--- config.mk ---
export PLATFORM = sky130hd
export DESIGN_NAME = serial_ratio_divider
export DESIGN_NICKNAME = d
export VERILOG_FILES = /design/src/rtl/divider_pkg.sv /design/src/rtl/ser_telegram_port.sv /design/src/rtl/dm_prescaler.sv /design/src/rtl/swallow_main_ctl.sv /design/src/rtl/serial_ratio_divider.sv
export SDC_FILE = /design/constraint.sdc
export NUM_CORES = 1
export LEC_CHECK = 0
export ABC_AREA = 1
export BUFFER_PORTS_ARGS = -buffer_cell sky130_fd_sc_hd__buf_4
export CORE_AREA = 2 2 98 100
export CTS_CLUSTER_SIZE = 24
export DETAILED_ROUTE_END_ITERATION = 10
export DIE_AREA = 0 0 100 102
export PLACE_DENSITY = 0.57
export SLEW_MARGIN = 0
export SYNTH_ARGS = -nofsm -noshare
export SYNTH_HDL_FRONTEND = slang
export SYNTH_SLANG_ARGS = --single-unit
--- constraint.sdc ---
create_clock -name clk -period 1.35 [get_ports clk]
set_input_delay 0.2025 -clock clk [delete_from_list [all_inputs] [get_ports clk]]
set_output_delay 0.2025 -clock clk [all_outputs]
set_load 0.02 [all_outputs]
--- src/rtl/divider_pkg.sv ---
package divider_pkg;
    localparam int DEF_N_W    = 13;
    localparam int DEF_A_W    = 4;
    localparam int DEF_BAND_W = 3;
    localparam int DEF_N_MIN  = 256;
endpackage

--- src/rtl/ser_telegram_port.sv ---
module ser_telegram_port #(
    parameter int N_W    = divider_pkg::DEF_N_W,
    parameter int BAND_W = divider_pkg::DEF_BAND_W
) (
    input  logic              clk,
    input  logic              rst_n,
    input  logic              sdat,
    input  logic              sclk,
    input  logic              sen,
    output logic [N_W-1:0]    ratio_o,
    output logic [BAND_W-1:0] band_o
);
    localparam int TEL_W = N_W + BAND_W;

    typedef struct packed {
        logic              sclk;
        logic              en;
        logic [TEL_W-1:0]  sr;
        logic [N_W-1:0]    ratio;
        logic [BAND_W-1:0] band;
    } port_st_t;

    port_st_t st_d, st_q;
    logic     shift_ev;
    logic     latch_ev;

    always_comb begin
        st_d      = st_q;
        st_d.sclk = sclk;
        st_d.en   = sen;
        shift_ev  = st_q.sclk && !sclk && sen;
        latch_ev  = st_q.en && !sen;
        if (shift_ev) begin
            st_d.sr = {sdat, st_q.sr[TEL_W-1:1]};
        end
        if (latch_ev) begin
            st_d.ratio = ~st_q.sr[N_W-1:0];
            st_d.band  = st_q.sr[TEL_W-1:N_W];
        end
    end

    always_ff @(posedge clk or negedge rst_n) begin
        if (!rst_n) begin
            st_q <= '0;
        end else begin
            st_q <= st_d;
        end
    end

    assign ratio_o = st_q.ratio;
    assign band_o  = st_q.band;


    latch_only_on_fall_chk: assert property (@(posedge clk) disable iff (!rst_n)
        !(st_q.en && !sen) |=> ($stable(ratio_o) && $stable(band_o)));
endmodule

--- src/rtl/dm_prescaler.sv ---
module dm_prescaler #(
    parameter int A_W = divider_pkg::DEF_A_W
) (
    input  logic clk,
    input  logic rst_n,
    input  logic swallow_i,
    output logic tc_o
);
    localparam int BASE = 2 ** A_W;

    typedef struct packed {
        logic [A_W:0] cnt;
    } pre_st_t;

    pre_st_t          st_d, st_q;
    logic [A_W:0]     limit;

    always_comb begin
        st_d  = st_q;
        limit = swallow_i ? (A_W+1)'(BASE) : (A_W+1)'(BASE - 1);
        tc_o  = (st_q.cnt == limit);
        if (tc_o) begin
            st_d.cnt = '0;
        end else begin
            st_d.cnt = st_q.cnt + 1'b1;
        end
    end

    always_ff @(posedge clk or negedge rst_n) begin
        if (!rst_n) begin
            st_q <= '0;
        end else begin
            st_q <= st_d;
        end
    end


    pre_range_chk: assert property (@(posedge clk) disable iff (!rst_n)
        st_q.cnt <= (A_W+1)'(BASE));
endmodule

--- src/rtl/swallow_main_ctl.sv ---
module swallow_main_ctl #(
    parameter int N_W   = divider_pkg::DEF_N_W,
    parameter int A_W   = divider_pkg::DEF_A_W,
    parameter int N_MIN = divider_pkg::DEF_N_MIN
) (
    input  logic           clk,
    input  logic           rst_n,
    input  logic           tc_i,
    input  logic [N_W-1:0] ratio_i,
    output logic           swallow_o,
    output logic           carry_o,
    output logic           div_o
);
    localparam int M_W = N_W - A_W;
    localparam logic [N_W-1:0] RST_RATIO = N_W'(N_MIN);
    localparam logic [A_W-1:0] RST_A = RST_RATIO[A_W-1:0];
    localparam logic [M_W-1:0] RST_M = RST_RATIO[N_W-1:A_W];

    typedef struct packed {
        logic [A_W-1:0] a;
        logic [M_W-1:0] m;
        logic [M_W-1:0] cur_m;
        logic           carry;
    } ctl_st_t;

    ctl_st_t        st_d, st_q;
    logic [N_W-1:0] eff;
    logic [A_W-1:0] ld_a;
    logic [M_W-1:0] ld_m;

    always_comb begin
        eff  = (ratio_i < RST_RATIO) ? RST_RATIO : ratio_i;
        ld_a = eff[A_W-1:0];
        ld_m = eff[N_W-1:A_W];

        st_d       = st_q;
        st_d.carry = 1'b0;
        if (tc_i) begin
            if (st_q.a != '0) begin
                st_d.a = st_q.a - 1'b1;
            end
            if (st_q.m == M_W'(1)) begin
                st_d.a     = ld_a;
                st_d.m     = ld_m;
                st_d.cur_m = ld_m;
                st_d.carry = 1'b1;
            end else begin
                st_d.m = st_q.m - 1'b1;
            end
        end
    end

    always_ff @(posedge clk or negedge rst_n) begin
        if (!rst_n) begin
            st_q.a     <= RST_A;
            st_q.m     <= RST_M;
            st_q.cur_m <= RST_M;
            st_q.carry <= 1'b0;
        end else begin
            st_q <= st_d;
        end
    end

    assign swallow_o = (st_q.a != '0);
    assign carry_o   = st_q.carry;
    assign div_o     = (st_q.m > (st_q.cur_m >> 1));


    swallow_below_main_chk: assert property (@(posedge clk) disable iff (!rst_n)
        M_W'(st_q.a) < st_q.m);


    carry_single_chk: assert property (@(posedge clk) disable iff (!rst_n)
        carry_o |=> !carry_o);
endmodule

--- src/rtl/serial_ratio_divider.sv ---
module serial_ratio_divider #(
    parameter int N_W    = divider_pkg::DEF_N_W,
    parameter int A_W    = divider_pkg::DEF_A_W,
    parameter int BAND_W = divider_pkg::DEF_BAND_W,
    parameter int N_MIN  = divider_pkg::DEF_N_MIN
) (
    input  logic              clk,
    input  logic              rst_n,
    input  logic              ser_data,
    input  logic              ser_clk,
    input  logic              ser_en,
    output logic              div_out,
    output logic              carry_out,
    output logic [BAND_W-1:0] band_out
);
    logic [N_W-1:0] ratio_w;
    logic           swallow_w;
    logic           tc_w;

    ser_telegram_port #(.N_W(N_W), .BAND_W(BAND_W)) u_port (
        .clk     (clk),
        .rst_n   (rst_n),
        .sdat    (ser_data),
        .sclk    (ser_clk),
        .sen     (ser_en),
        .ratio_o (ratio_w),
        .band_o  (band_out)
    );

    dm_prescaler #(.A_W(A_W)) u_pre (
        .clk       (clk),
        .rst_n     (rst_n),
        .swallow_i (swallow_w),
        .tc_o      (tc_w)
    );

    swallow_main_ctl #(.N_W(N_W), .A_W(A_W), .N_MIN(N_MIN)) u_ctl (
        .clk       (clk),
        .rst_n     (rst_n),
        .tc_i      (tc_w),
        .ratio_i   (ratio_w),
        .swallow_o (swallow_w),
        .carry_o   (carry_out),
        .div_o     (div_out)
    );


    div_rise_with_carry_chk: assert property (@(posedge clk) disable iff (!rst_n)
        $rose(div_out) |-> carry_out);


    carry_means_high_chk: assert property (@(posedge clk) disable iff (!rst_n)
        carry_out |-> div_out);
endmodule

# Yosys cells after proc, flatten, opt, wreduce, memory -nomap -nowiden
# Index checks and enable logic that the tools add are counted.
# classes
mux,8
magnitude_cmp,2
eq_ne,2
n_reduce_logical,9
n_addsub,3
bitwise,1
# op_table
cell,n
"less-than comparator 13 x 9 -> 1 bit, second input constant",1
2-to-1 mux 13 bit,1
inverter 13 bit,1
2-to-1 mux 5 bit,2
"equality test 9 x 1 -> 1 bit, second input constant",1
> comparator 9 x 8 -> 1 bit,1
2-to-1 mux 9 bit,1
"subtractor 9 x 1 -> 9 bit, second input constant",1
2-to-1 mux 4 bit,2
"adder 5 x 1 -> 5 bit, second input constant",1
equality test 5 bit,1
AND reduction 2 bit,2
nonzero test 4 bit,1
"subtractor 4 x 1 -> 4 bit, second input constant",1
logical AND 1 bit,3
logical NOT 1 bit,2
2-to-1 mux 1 bit,2
nonzero test 2 bit,1
# word_totals
reg_bits,62
output_inout_bits,5
elab_cells,35

# Longest topological paths before layout
# Gate-level depths: netlist of run 1.
# depth
ltp_word,4
depth_mapped,11
ltp_nobuf,10

# Modules after synthesis
# A second synthesis of run 1 with hierarchy kept.
# hier_totals
hier_cells,381
area_unflattened_um2,3241.9
# by_module_without_submodules
module,seq_area_each_um2,cells_per_inst,area_per_inst_um2,n_inst
swallow_main_ctl,553.0,206,1488.9,1
ser_telegram_port,850.8,146,1477.7,1
dm_prescaler,125.1,29,275.3,1

# Worst setup path before layout of run 1
# Ideal clock, no wire load.
# synth_timing
kind,reg2out
start,register u_ctl.st_q[16] (netlist name)
end,output port div_out
setup_slack_ns,-0.186
t_required_ns,1.148
path_stages_with_launch,8
arrival_time_ns,1.334
path_cell_list,dfrtp_1 -> ha_1 -> nand2_1 -> nor3_1 -> nand3b_1 -> nand3_1 -> nand2_1 -> inv_1
# synth_via
elab_chain_cells,1
# synth_rtl
element,line,source
"start, declared",swallow_main_ctl.sv:26,"ctl_st_t st_d, st_q;"
"start signal, assigned",swallow_main_ctl.sv:60,st_q <= st_d;
> comparator 9 x 8 -> 1 bit,swallow_main_ctl.sv:66,assign div_o = (st_q.m > (st_q.cur_m >> 1));
"end, declared",serial_ratio_divider.sv:12,"output logic div_out,"
# Every way passes these cells.

# Worst setup path after layout of run 1
# layout_timing
start,register u_ctl.st_q[5] (netlist name)
end,output port div_out
# The elaborated chain is that of the path after synthesis.

==> metrics.txt, run 1 <==
I/O Pins=10; CP Max Fanout=2; syn nets=379; WS Path Type=reg2out; first-pass GRT wire length=11.2 mm; xor and xnor area share after synthesis=2.02%; H-tree levels=3; Root Driver=clkbuf_8; Starting Density=33.3%; synthesized-area fraction occupied by adder cells=4.96%; crit path DAT=1700 ps; syn avg cell area=8.37 µm²; Synth Area in Compound Gates=8.51%; Final min period=1900 ps; Placed Instances=505; CTS max path bufs=2; Hold Vio Cnt, Final=0; r2r setup slk=-280 ps; pwr dens=982 mW/mm²; most frequent cells in the layout=nand2_1, dfrtp_1, buf_4; layout cells sized above 1=32.2%; post-detail-place hpwl=4.32 mm; fin crit share=141%; ant diodes=0; total gr overflow=0; status=finished, violations left; setup TNS=-5710 ps; synth unique cells=29; Vias/cell=4.60; Critical R2R Capture=u_ctl.st_q[21]; non-filler instance count after layout=533; WHS Path Cells=3; LEAKAGE=2.01 nW; worst r2r src=u_ctl.st_q[11]; most common cell after layout, fill and taps aside=nand2_1; Layout Utilization=45.0%; Post-Synthesis Cell Area=0.00303 mm²; Slew HR=72.1%; Worst-path clk slew=80 ps; HP Class=in2reg; total number of vias=2,454; die area=0.0102 mm²; Setup Skew=12.7 ps; Worst-Margin Slew=418 ps; setup violators final=27; FF-to-FF path depth=11; Max IR drop VDD=0.650 mV; Synth warnings=0; vias in the first global route=2,444; largest family of logic cells by synthesized area=simple AND/OR/NAND/NOR gates; Remaining DRCs=0; simple-gate area share of the yosys netlist=26.1%; pre-CTS WS=-238 ps; CTS sink count=61; total CTS buffers=9; routability cong.=0.793; port bufs=9; multiplexer area fraction after synthesis=0%; number of nets in the layout=434; initial antenna violation count=0; failing checks=negative setup slack; CORE AREA=0.00911 mm²; ANT nets after route=0; worst-skew pair later-pin latency=350 ps; drt wl/cell=12.2 µm; final worst slack=-550 ps; TritonCTS clock tree=done; detailed router's first-iteration violation count=90; Post-Synthesis Cells=362; DIE WIDTH=100 µm; CP endpoint kind=output pin; Tot GR Track Use=14.1%; critical path launch point type=register; FF+latch count, synth=61; max frequency=0.526 GHz; drt total wl=6.50 mm; Die Y-Extent=102 µm; CP Data Required Time=1150 ps; Syn-to-layout area delta=35.2%; register area share after synthesis=50.5%; number of max-cap violations=0; max-slew violations=0; Detailed Routing Iterations Pass 1=4; Worst Setup SP=u_ctl.st_q[5]; worst setup path endpoint=div_out; row count=35; unrepaired setup endpoints after global routing=yes; largest net degree at the start of global routing=33
state kept, by name, summed over array words and instances, names as in the netlist:
register,cells
u_ctl.st_q,21
u_port.st_q,18
u_port.ratio_o,13
u_pre.st_q,5
u_port.band_o,3
u_ctl.carry_o,1
metrics by stage:
stage / cell area [µm²] / hold WS (ps) / total power (W)
after global routing: 4100 / 127 / 0.00427
after floorplan: 3060 / -93.1 / 0.00246
after CTS: 3920 / 90.2 / 0.00407
after global placement: 3490 / 174 / 0.00260
final: 4100 / 101 / 0.00402
after detailed placement: 3490 / 170 / 0.00261
synthesized netlist by cell type:
cell / count / area, µm²
nand2_1: 112 / 420
dfrtp_1: 59 / 1480
inv_1: 40 / 150
o21ai_0: 31 / 155
nand3_1: 26 / 130
nor2_1: 23 / 86.3
ha_1: 12 / 150
a21oi_1: 10 / 50.1
xor2_1: 6 / 52.6
clkbuf_1: 5 / 18.8
nand4_1: 5 / 31.3
buf_4: 4 / 30.0
o21ai_2: 4 / 35.0
nand2_4: 3 / 33.8
buf_2: 2 / 10.0
buf_6: 2 / 22.5
dfstp_2: 2 / 52.6
nand3b_1: 2 / 15.0
nor2_4: 2 / 22.5
nor3_1: 2 / 10.0
o21ai_1: 2 / 10.0
buf_1: 1 / 3.75
inv_2: 1 / 3.75
nand2_2: 1 / 6.26
nand3_2: 1 / 10.0
nor2_2: 1 / 6.26
nor2_8: 1 / 20.0
o21a_1: 1 / 7.51
xnor2_1: 1 / 8.76
routing by layer:
layer	vias up	routed length, µm	track usage [%]	part of all wire [%]
li1	1261	-	-	-
met1	1160	3090	18.1	48
met2	25	3120	22.8	48
met3	8	167	2.87	2.6
met4	0	123	7.38	1.9
met5	-	0	0	0
kinds of logic (layout without fill, tap and decap cells):
logic type               count (synthesis)  after routing
AND/OR/NAND/NOR                        179            181
flip-flops                              61             61
buffers and inverters                   55            113
AO/OA/AOI/OAI                           48             48
adder cells (fa/ha/maj)                 12             12
XOR/XNOR                                 7              7
where the power goes:
part	internal (W)	total [W]	switching (W)
logic	0.000160	0.000400	0.000240
clock network	0.000669	0.00143	0.000761
registers	0.00205	0.00219	0.000148
total	0.00288	0.00402	0.00115
critical path, stage by stage, from the launching register on:
cell     delay (ps)
dfstp_2         540
inv_2            40
ha_4            260
nand2_4          50
o21ai_2         100
nand2_1          60
nand3_1          80
nand2_1          60
inv_2            50
buf_6           100
cell type report:
class	count	area (µm²)
Clock inverter	7	52.6
Fill cell	879	5010
Clock buffer	9	124
Tap cell	111	139
Inverter	41	159
Sequential cell	61	1530
Timing Repair Buffer	56	495
Multi-Input combinational cell	248	1600
how the worst min path moves through the flow:
| stage | startpoint | to | slack, ps |
|---|---|---|---|
| 6_report | ser_data | u_port.st_q[31] | 100 |
| 2_1_floorplan | rst_n | u_ctl.carry_o | -90 |
| 3_5_place_dp | rst_n | u_ctl.st_q[13] | 170 |
| 4_1_cts | ser_data | u_port.st_q[31] | 90 |
| 3_3_place_gp | rst_n | u_ctl.st_q[13] | 170 |
| 5_1_grt | ser_data | u_port.st_q[31] | 130 |
what timing repair did:
action	in CTS	in global routing
gates resized for setup	34	40
setup buffers	6	2
endpoints found under the setup margin	23	27
hold endpoints to repair	28	0
hold buffers	3	0
gates cloned	2	1
pin swaps	6	21
Note: power is estimated with default switching activity, not from simulation.
==> run 2: changes to the inputs <==
--- a/config.mk
+++ b/config.mk
@@ -12,6 +12,7 @@
 export DETAILED_ROUTE_END_ITERATION = 10
 export DIE_AREA = 0 0 100 102
 export PLACE_DENSITY = 0.57
+export SETUP_SLACK_MARGIN = 0.3
 export SLEW_MARGIN = 0
 export SYNTH_ARGS = -nofsm -noshare
 export SYNTH_HDL_FRONTEND = slang
==> metrics.txt, run 2 (synthesis results as in run 1) <==
total CTS buffers=9 (unchanged); initial antenna violation count=0 (unchanged); most frequent cells in the layout=nand2_1, dfrtp_1, buf_4; LEAKAGE=2.02 nW (+0.67%); FF-to-FF path depth=10 (-1); HP Class=in2reg; pwr dens=1020 mW/mm² (+3.7%); Critical R2R Capture=u_ctl.st_q[21]; Layout fillers=884 (+0.57%); worst stage delay on the critical path=540 ps (about the same); Slew HR=75.9% (+3.8 points); layout cells sized above 1=29.1% (-3.1 points); first-pass GRT wire length=11.3 mm (+0.49%); Detailed Routing Iterations Pass 1=4 (unchanged); Remaining DRCs=0 (unchanged); worst setup path endpoint=div_out; CP bufs+invs=3 (unchanged); largest net degree at the start of global routing=33 (unchanged); Syn-to-layout area delta=33.9%; Max IR drop VDD=0.610 mV (-6.2%); worst r2r src=u_ctl.st_q[16]; crit-path cells=inv_2, ha_4, nand2_4, o21ai_2, nand2_1, nand3_1, nand2_1, inv_2, buf_6; fin crit share=141% (+0.72 points); row count=35 (unchanged); Critical-path top delay cell=dfstp_2; setup TNS=-4160 ps (+1560 ps); H-tree levels=3 (unchanged); CORE AREA=0.00911 mm² (unchanged); max-slew violations=0 (unchanged); failing checks=negative setup slack; DIE WIDTH=100 µm (unchanged); CTS sink count=61 (unchanged); ant diodes=0 (unchanged); detailed router's first-iteration violation count=104 (+16%); Reg area=0.00153 mm² (unchanged); Setup Skew=16.1 ps (+3.48 ps); I/O Pins=10 (unchanged); Hold Vio Cnt, Final=0 (unchanged); Placed Instances=507 (+0.40%); placed cell area=0.00358 mm² (+2.6%); CTS max path bufs=2 (unchanged); Worst-path clk slew=90 ps (about the same); pre-CTS WS=-238 ps (-0.615 ps); routability cong.=0.858 (+8.3%); non-filler instance count after layout=533 (unchanged); CP endpoint kind=output pin; drt wl/cell=12.0 µm (-1.6%); Tot GR Track Use=14.2% (+0.052 points); TritonCTS clock tree=done; number of max-cap violations=0 (unchanged); port bufs=9 (unchanged); most common cell after layout, fill and taps aside=nand2_1; CP top delay family=flip-flops; final worst slack=-560 ps (-9.70 ps); Die Y-Extent=102 µm (unchanged); r2r setup slk=-210 ps (+70 ps); die area=0.0102 mm² (unchanged); number of nets in the layout=434 (unchanged); Vias/cell=4.59 (-0.29%); CP Data Required Time=1150 ps (about the same); Starting Density=33.3% (unchanged); setup violators final=25 (-7.4%); ANT nets after route=0 (unchanged); cell area after layout=0.00406 mm² (-1.0%); Final min period=1910 ps (+9.70 ps); Root Driver=clkbuf_8; Worst Setup SP=u_ctl.st_q[5]; Largest Register=u_ctl.st_q; vias in the first global route=2,419 (-1.0%); worst-skew pair later-pin latency=340 ps (about the same); post-detail-place hpwl=4.40 mm (+2.0%); crit path DAT=1710 ps (about the same); WHS=120 ps (+19.2 ps); unrepaired setup endpoints after global routing=yes; drt total wl=6.39 mm (-1.6%); total gr overflow=0 (unchanged); Worst path depth=9 (unchanged); max frequency=0.524 GHz (-0.51%); Multi-input gate area=0.00149 mm² (-6.7%); Worst-Margin Slew=362 ps (-56.6 ps); WS Path Type=reg2out; CP Max Fanout=2 (unchanged); status=finished, violations left; critical path launch point type=register; Largest register FFs=21 (unchanged); total number of vias=2,447 (-0.29%); WHS Path Cells=3 (unchanged)
## run 2: cell types whose count changed in the layout (fill, tap and decap cells not counted), sizes merged
| cell | delta |
|---|---|
| clkinvlp | +1 |
| inv | +3 |
| nand2 | -1 |
| buf | +1 |
| clkinv | -4 |
## run 2: routing by layer
| layer | global-route usage, % | up-vias | routed length [µm] |
|---|---|---|---|
| met5 | 0 | - | 0 |
| met3 | 3.56 | 4 | 230 |
| li1 | - | 1264 | - |
| met2 | 23.1 | 37 | 3200 |
| met1 | 18.1 | 1142 | 2890 |
| met4 | 6.01 | 0 | 67 |
## run 2: worst min path at each step
stage | end | from | slack (ps)
6_report | u_port.st_q[31] | ser_data | 120
5_1_grt | u_port.st_q[31] | ser_data | 100
2_1_floorplan | u_ctl.carry_o | rst_n | -90
4_1_cts | u_port.st_q[31] | ser_data | 120
3_3_place_gp | u_port.band_o[2] | rst_n | 150
3_5_place_dp | u_port.st_q[24] | rst_n | 150
## run 2: worst reg2reg max path, stage by stage (launching register included)
cell and delay, ps:
dfrtp_1 420, buf_4 150, buf_4 140, nor2_4 130
nand2_4 80, nor2_8 170, buf_12 140, nand3_1 90
nand2_1 80, nand2_1 50, nand2_1 60
## run 2: through the flow
step	util [%]	total power, W
after CTS	43.1	0.00416
after global routing	44.5	0.00438
after floorplan	-	0.00246
after detailed placement	39.3	0.00262
after global placement	39.3	0.00260
final	44.5	0.00413
## run 2: final cells by class
cell class | count | share of cell area, %
inverters | 41 | 3.86
clock inverters | 7 | 1.42
clock buffers | 9 | 3.05
flip-flops and latches | 61 | 37.7
well taps | 111 | 3.42
repair buffers | 57 | 13.8
multi-input cells | 247 | 36.7
## run 2: what timing repair did
item                                   CTS  global route
resized for setup                       22            21
buffers inserted                         2             4
endpoints found under the hold margin   25             0
gates cloned                             1             0
hold buffers                             3             0
pin swaps                                3             5
setup endpoints to repair               31            40
## run 2: report_power, final
| group | switching (W) | total (W) | internal, W | leakage, nW |
|---|---|---|---|---|
| Clock | 0.000827 | 0.00152 | 0.000691 | 0.0881 |
| Sequential | 0.000138 | 0.00218 | 0.00204 | 0.739 |
| Combinational | 0.000244 | 0.000430 | 0.000185 | 1.19 |
| Total | 0.00121 | 0.00413 | 0.00292 | 2.02 |
==> run 3: changes to the inputs <==
--- a/config.mk
+++ b/config.mk
@@ -11,8 +11,7 @@
 export CTS_CLUSTER_SIZE = 24
 export DETAILED_ROUTE_END_ITERATION = 10
 export DIE_AREA = 0 0 100 102
-export PLACE_DENSITY = 0.57
-export SETUP_SLACK_MARGIN = 0.3
+export PLACE_DENSITY = 0.55
 export SLEW_MARGIN = 0
 export SYNTH_ARGS = -nofsm -noshare
 export SYNTH_HDL_FRONTEND = slang
==> constraint.sdc (replaced) <==
create_clock -name clk -period 2.3 [get_ports clk]
set_input_delay 0.345 -clock clk [delete_from_list [all_inputs] [get_ports clk]]
set_output_delay 0.345 -clock clk [all_outputs]
set_load 0.02 [all_outputs]
==> metrics.txt, run 3 (synthesis results as in run 1) <==
status=finished clean; H-tree levels=3 (unchanged); pre-CTS WS=504 ps (+742 ps); DIE WIDTH=100 µm (unchanged); Largest register FFs=21 (unchanged); Final min period=2090 ps; total CTS buffers=9 (unchanged); crit path DAT=1750 ps (+40 ps); Tot GR Track Use=12.6% (-1.6 points); CORE AREA=0.00911 mm² (unchanged); Critical R2R Capture=u_ctl.st_q[19]; LEAKAGE=1.74 nW (-14%); FF-to-FF path depth=9 (-1); TritonCTS clock tree=done; drt total wl=5.62 mm (-12%); Final Power=0.00259 W (-37%); fin crit share=90.9%; worst-skew pair later-pin latency=340 ps (about the same); most common cell after layout, fill and taps aside=nand2_1; largest net degree at the start of global routing=62 (+88%); layout cells sized above 1=12.2% (-17 points); final worst slack=210 ps (+770 ps); CP Data Required Time=1960 ps (+810 ps); die area=0.0102 mm² (unchanged); Hold Vio Cnt, Final=0 (unchanged); detailed router's first-iteration violation count=97 (-6.7%); Largest Register=u_ctl.st_q; Syn-to-layout area delta=12.8%; CTS max path bufs=2 (unchanged); post-detail-place hpwl=3.79 mm (-14%); ANT nets after route=0 (unchanged); r2r setup slk=550 ps (+760 ps); Remaining DRCs=0 (unchanged); Max IR drop VDD=0.498 mV (-18%); first-pass GRT wire length=10.1 mm (-11%); setup violators final=0 (-100%); HP Class=in2async; ant diodes=0 (unchanged); Worst-path clk slew=70 ps (-20 ps); routability cong.=0.788 (-8.1%); number of max-cap violations=0 (unchanged); Die Y-Extent=102 µm (unchanged); most frequent cells in the layout=nand2_1, dfrtp_1, inv_1; max-slew violations=0 (unchanged); Vias/cell=4.50 (-1.9%); number of nets in the layout=389 (-10%); initial antenna violation count=0 (unchanged); Setup Skew=6.79 ps (-9.36 ps); CP Max Fanout=2 (unchanged); row count=35 (unchanged); Worst-Margin Slew=887 ps (+525 ps); Starting Density=33.3% (unchanged); Detailed Routing Iterations Pass 1=4 (unchanged); Root Driver=clkbuf_8; WS Path Type=reg2out; critical path launch point type=register; drt wl/cell=11.5 µm (-4.0%); CP endpoint kind=output pin; I/O Pins=10 (unchanged); total number of vias=2,198 (-10%); worst r2r src=u_ctl.st_q[19]; Hold Buf Count CTS=0 (-3); max frequency=0.478 GHz; Slew HR=40.7% (-35 points); port bufs=9 (unchanged); total gr overflow=0 (unchanged); setup TNS=0 ps (+4160 ps); pwr dens=758 mW/mm² (-26%); vias in the first global route=2,165 (-11%); unrepaired setup endpoints after global routing=no; CTS sink count=61 (unchanged)
-- run 3: stage by stage --
step	util [%]	cell area [µm²]	cells	hold slack, ps
finish	37.5	3420	488	80.1
global route	37.5	3420	488	92.3
CTS	37.3	3400	486	96.6
detailed placement	34.8	3170	470	453
global placement	34.8	3170	470	449
floorplan	-	3030	362	49.4
-- run 3: final cells by class --
type	instances	area [µm²]
fillers	977	5690
flip-flops and latches	61	1530
multi-input cells	246	1270
inverters	41	154
well taps	111	139
clock buffers	10	138
repair buffers	13	97.6
clock inverters	6	93.8
-- run 3: layer usage --
| metal | wire [µm] | global-route usage, % | share of wire, % | up-vias |
|---|---|---|---|---|
| met4 | 37 | 3.90 | 0.66 | 0 |
| li1 | - | - | - | 1163 |
| met5 | 0 | 0 | 0 | - |
| met1 | 2890 | 17.0 | 51 | 996 |
| met3 | 217 | 4.58 | 3.9 | 5 |
| met2 | 2480 | 19.1 | 44 | 34 |
-- run 3: how the worst max path moves through the flow --
stage	startpoint	end	slack [ps]
2_1_floorplan	u_ctl.st_q[16]	div_out	620
3_3_place_gp	u_ctl.st_q[16]	div_out	520
3_5_place_dp	u_ctl.st_q[16]	div_out	500
4_1_cts	u_ctl.st_q[16]	div_out	120
5_1_grt	u_ctl.st_q[5]	div_out	10
6_report	u_ctl.st_q[5]	div_out	210
-- run 3: worst max-delay path, cell delays in order, from the launching register on --
cell and delay, ps:
dfstp_2 530, inv_1 40, ha_1 260, nand2_1 50, nor2_1 140, nand3b_1 90, nand3_1 80, nand2_1 50
inv_1 40, buf_4 130
-- run 3: power by group --
| group | internal (W) | switching, W | leakage (nW) | total (W) |
|---|---|---|---|---|
| clock network | 0.000649 | 0.000445 | 0.113 | 0.00109 |
| registers | 0.00120 | 0.0000801 | 0.739 | 0.00128 |
| logic | 0.0000783 | 0.000135 | 0.889 | 0.000214 |
-- run 3: what timing repair did --
item                       4_1_cts  5_1_grt
buffers inserted                 0        2
setup endpoints to repair        0        1
resized for setup                0        1
